--- src/rtl/skip_pkg.sv ---
package skip_pkg;
  // Fixed instruction layout for the skip class
  localparam int WORD_W   = 16;
  localparam int OP_W     = 6;
  localparam logic [OP_W-1:0] SKIP_OP = 6'b100000;
  localparam int COND_N   = 9;
  localparam int NUM_SW   = 4;
  localparam int REV_BIT  = 9;

  // Condition positions inside the mask field
  localparam int CI_POS   = 8;
  localparam int CI_PERR  = 7;
  localparam int CI_EVEN  = 6;
  localparam int CI_ZERO  = 5;
  localparam int CI_SW1   = 4;
  localparam int CI_CARRY = 0;

  // Strobes from decode to evaluation
  typedef struct packed {
    logic              isSkip;
    logic              reverse;
    logic [COND_N-1:0] selMask;
  } skipCtrl_t;
endpackage

--- src/rtl/skip_ctrl.sv ---
module skip_ctrl
  import skip_pkg::*;
(
  input  logic [WORD_W-1:0] instrWord,
  output skipCtrl_t         ctrl
);
  localparam int OP_LSB = WORD_W - OP_W;

  always_comb begin
    ctrl.isSkip  = (instrWord[WORD_W-1:OP_LSB] == SKIP_OP);
    ctrl.reverse = instrWord[REV_BIT];
    ctrl.selMask = instrWord[COND_N-1:0];
  end
endmodule

--- src/rtl/skip_datapath.sv ---
module skip_datapath
  import skip_pkg::*;
#(
  parameter int ACC_W = 16
) (
  input  skipCtrl_t         ctrl,
  input  logic [ACC_W-1:0]  accum,
  input  logic              carryBit,
  input  logic              parityErr,
  input  logic [NUM_SW-1:0] senseSw,
  output logic              decision
);
  logic [COND_N-1:0] condMet;
  logic [COND_N-1:0] passVec;

  // Machine conditions other than the switches
  always_comb begin
    condMet[CI_POS]   = ~accum[ACC_W-1];
    condMet[CI_PERR]  = parityErr;
    condMet[CI_EVEN]  = ~accum[0];
    condMet[CI_ZERO]  = ~(|accum);
    condMet[CI_CARRY] = ~carryBit;
  end

  // One condition per sense switch: true while the switch is reset
  for (genvar i = 0; i < NUM_SW; i++) begin : g_sw
    assign condMet[CI_SW1-i] = ~senseSw[i];
  end

  // Unselected conditions pass; selected ones must hold
  assign passVec  = condMet | ~ctrl.selMask;
  assign decision = (&passVec) ^ ctrl.reverse;
endmodule

--- src/rtl/skip_eval.sv ---
module skip_eval
  import skip_pkg::*;
#(
  parameter int ACC_W = 16
) (
  input  logic              valid,
  input  logic [WORD_W-1:0] instrWord,
  input  logic [ACC_W-1:0]  accum,
  input  logic              carryBit,
  input  logic              parityErr,
  input  logic [NUM_SW-1:0] senseSw,
  output logic              skipOut,
  output logic              isSkipInstr
);
  skipCtrl_t ctrl;
  logic      decision;

  skip_ctrl u_ctrl (
    .instrWord (instrWord),
    .ctrl      (ctrl)
  );

  skip_datapath #(.ACC_W(ACC_W)) u_dp (
    .ctrl      (ctrl),
    .accum     (accum),
    .carryBit  (carryBit),
    .parityErr (parityErr),
    .senseSw   (senseSw),
    .decision  (decision)
  );

  assign isSkipInstr = ctrl.isSkip;
  assign skipOut     = valid & ctrl.isSkip & decision;
endmodule

--- config.mk ---
export PLATFORM = sky130hd
export DESIGN_NAME = skip_eval
export DESIGN_NICKNAME = d
export VERILOG_FILES = /design/src/rtl/skip_pkg.sv /design/src/rtl/skip_ctrl.sv /design/src/rtl/skip_datapath.sv /design/src/rtl/skip_eval.sv
export SDC_FILE = /design/constraint.sdc
export NUM_CORES = 1
export LEC_CHECK = 0
export BUFFER_PORTS_ARGS = -buffer_cell sky130_fd_sc_hd__buf_2
export CAP_MARGIN = 20
export CORE_AREA = 3 3 40 42
export DETAILED_ROUTE_END_ITERATION = 6
export DIE_AREA = 0 0 43 45
export GPL_ROUTABILITY_DRIVEN = 0
export RECOVER_POWER = 25
export REMOVE_ABC_BUFFERS = 1
export SLEW_MARGIN = 0
export SYNTH_ARGS = -nofsm -noshare
export SYNTH_HDL_FRONTEND = slang
export SYNTH_SLANG_ARGS = --single-unit
--- constraint.sdc ---
create_clock -name vclk -period 2.81
set_clock_uncertainty 0.2 [all_clocks]
set_input_delay 0.1405 -clock vclk [all_inputs]
set_output_delay 0.1405 -clock vclk [all_outputs]
set_load 0.05 [all_outputs]
---- Word level (Yosys, flattened, before mapping) ----
Cells that the tools add are included.
storage, ports and cells
  bits in registers ....................... 0
  input port bits ......................... 39
  logic and storage cells ................. 16
operators by class
  eq/ne operators ......................... 1
  bitwise operators ....................... 13
  reductions and logical operators ........ 2
operators with widths
  operator                                    number
  16-bit OR reduction                         1
  9-bit inverter                              1
  9-bit OR                                    1
  9-bit AND reduction                         1
  1-bit inverter                              8
  6-bit equality test, second input constant  1
  1-bit bitwise AND                           2
  1-bit XOR                                   1

---- Depth between registers and ports, before layout ----
  depth in word-level cells ............... 6
  mapped depth ............................ 4
  depth with buffers taken out ............ 4

---- Hierarchy ----
A second synthesis with hierarchy kept.
unflattened totals
  cells, all modules ...................... 25
  area total of the unflattened synthesis .. 209.0 um2
by module, submodules not included
  module         instances  cells an instance  area an instance (um2)  seq. area each (um2)
  skip_datapath  1          12                 107.6                   0.0
  skip_ctrl      1          12                 95.1                    0.0
  skip_eval      1          1                  6.3                     0.0

---- Worst setup path before layout ----
OpenSTA, ideal clock, no wires.
  path type ............................... input to output
  start ................................... input port instrWord[14]
  end ..................................... output port skipOut
  arrival time ............................ 2.679 ns
  data required time ...................... 2.470 ns
  slack ................................... -0.210 ns
  stages on the path ...................... 4
  cells stage by stage .................... or4b_1 > nor3_1 > nand2_1 > a21oi_1
on the way
  word-level cells in the longest chain between the ends .. 3
RTL lines
  element                         line             text
  start: declaration              skip_eval.sv:7   input logic [WORD_W-1:0] instrWord,
  6-bit equality test             skip_ctrl.sv:10  ctrl.isSkip = (instrWord[WORD_W-1:OP_LSB] == SKIP_OP);
  named net isSkipInstr           skip_eval.sv:13  output logic isSkipInstr
  1-bit bitwise AND (2 in a row)  skip_eval.sv:33  assign skipOut = valid & ctrl.isSkip & decision;
  end: declaration                skip_eval.sv:12  output logic skipOut,
The timed path passes the listed nets, and every way through them passes these cells.

---- Worst setup path in the final report ----
  start ................................... input port accum[2]
  end ..................................... output port skipOut
on the way
  word-level cells in the longest chain between the ends .. 6
RTL lines
  element              line                 text
  start: declaration   skip_eval.sv:8       input logic [ACC_W-1:0] accum,
  16-bit OR reduction  skip_datapath.sv:21  condMet[CI_ZERO] = ~(|accum);
  1-bit inverter       skip_datapath.sv:21
  9-bit OR             skip_datapath.sv:31  assign passVec = condMet | ~ctrl.selMask;
  9-bit AND reduction  skip_datapath.sv:32  assign decision = (&passVec) ^ ctrl.reverse;
  1-bit XOR            skip_datapath.sv:32
  1-bit bitwise AND    skip_eval.sv:33
Every way passes these cells.

==> run metrics <==
outcome=completed; Pwr Total=0.03797 mW; startpoint kind of the worst setup timing path=primary input; Cell variety after synth=12; critical path type=primary input to output pin; floorplan die area=1935 um2; vias per cell=between 4 and 5; Synth-to-Final Area Change=156.1%; initial drt markers=0; final worst path period share=0.6563; sequential element share of the synthesized area=0; Setup Total Neg Slack=0 ns; GRT Util Overall=0.05638; GRT Residual Overflow=0; leakage power total=a little under 0.2 nW; count of instances resized after the clock tree is built=0; Seq cells=0; Cell Area, Placed=366.6 um2; initial antenna violation count=0; endpoint type of the worst setup path=output pin; smallest hold slack=approximately 0.46 ns; antenna-violating nets left=0; required time at the worst-slack endpoint=between 2 and 2.5 ns; number of warnings reported in the yosys synthesis log=0; worst slew slack as a fraction of its limit=0.6071; count of input and output buffers=roughly 40; register cell area after layout=0 um2; switching power=approximately 0.014 mW; cells taking the most area after synthesis=nor4_2 35%, a22oi_1 16%, nand2_1 7.9%; minimum period implied by the final worst setup slack=roughly 1.8 ns; hold buffer count at cts=0; share of total power consumed by net switching=0.3599; Internal=roughly 0.024 mW; number of buffers inserted to repair setup after CTS=0; largest fanout on the critical path=2; arrival time at the worst endpoint=1.50 ns; number of failing setup endpoints in the final timing report=0; routed length per placed instance=roughly 9.1 um; Antenna Diode Count=0; largest net degree at the start of global routing=3; Finished Layout Cells=75; proportion of netlist area held by the largest area contributor=0.3509; Ports=41; count of clock-net buffers in the final layout=0; cell type with the highest aggregate area in the netlist=nor4_2; Post-route DRC=0; number of nets at the end of the flow=between 100 and 150; Post-Synthesis Cell Area=142.6 um2; Max Cap Viol=0; unrepaired setup endpoints after global routing=no; cell area power density=~100 nW/um2; Final Routed Wirelength=between 600 and 700 um; clock group share of total power=0; die outline height=45 um; die width=about 43 um; sequential share of power=0; Post-synth top cells=4 x nor4_2, 3 x a22oi_1, 3 x nand2_1; average instance area after synthesis=~7.5 um2; number of placed instances with taps included=75; DR pass1 iterations=1; peak ir drop on the vdd network=between 0.02 and 0.025 mV; number of cells produced by synthesis=19; post-DP HPWL=about 690 um; Slew Viols, Final=0; final hold vios=0; # rows=13; core area=1285 um2; share of layout cells above drive strength 1=0.7333; slew at the pin closest to its max-slew limit=around 0.59 ns; worst hold-check path type=primary input to output pin; cell area after layout=about 370 um2; vias in the first global route=234; wire length of the first global-routing pass=897 um; via total after detailed routing=around 310; combinational power share=1.000; most frequent cell after synthesis=nor4_2; initial cell density of the core=0.1110; Max Clk Rate=approximately 540 MHz
[placed cells by master, fill, tap and decap left out]
| cell type | instances |
|---|---|
| or4b_1 | 1 |
| nand2_1 | 3 |
| a21oi_1 | 1 |
| buf_2 | 40 |
| nor4_2 | 4 |
| o31ai_1 | 1 |
| nor3_1 | 1 |
| or4_1 | 1 |
| inv_1 | 1 |
| nand2b_1 | 1 |
| nand3_1 | 1 |
| a22oi_1 | 3 |
| a41oi_1 | 1 |
| clkbuf_1 | 1 |
[area by class of cell]
cell class,instances,area (um2)
fill,154,919.6
timing repair buffer,41,203.9
multi-input combinational,18,138.9
tap,15,18.77
inverter,1,3.754
[path summary, 6_finish.rpt]
path | start | endpoint | slack, ns | cells after the start
worst max-delay path | accum[2] | skipOut | 0.97 | 6
worst min-delay path | valid | skipOut | 0.46 | 4
[logic make-up (layout without fill, tap and decap cells)]
family                 count (synthesis)  count (layout)  synth area share
AO/OA/AOI/OAI                          6               6            0.3070
buffers and inverters                  1              42           0.02629
AND/OR/NAND/NOR                       12              12            0.6667
[critical path, cell delays in order]
cell and delay (ns):
buf_2 0.10, nor4_2 0.26, a41oi_1 0.17, or4_1 0.42, a21oi_1 0.14, buf_2 0.27
[routing by layer]
metal / vias to the layer above / track usage / wire length (um)
li1: 165 / - / -
met1: 123 / 0.06429 / 214
met2: 21 / 0.1108 / 359
met3: 0 / 0.01594 / 111
met4: 0 / 0 / 0
met5: - / 0 / 0
[power by group through the flow]
stage	registers, mW	clock network (mW)	logic, mW
after floorplan	0	0	0.00917
after global placement	0	0	0.0379
after detailed placement	0	0	0.0387
after CTS	0	0	0.0388
after global routing	0	0	0.0429
final	0	0	0.0380
[metrics by stage]
stage | worst slack, ns | utilization
2_1_floorplan | -0.2097 | -
5_1_grt | 0.8409 | 0.2843
3_3_place_gp | 0.9571 | 0.2853
6_report | 0.9659 | 0.2843
3_5_place_dp | 0.9508 | 0.2853
4_1_cts | 0.9441 | 0.2853
Power figures use the tool's default switching activity.
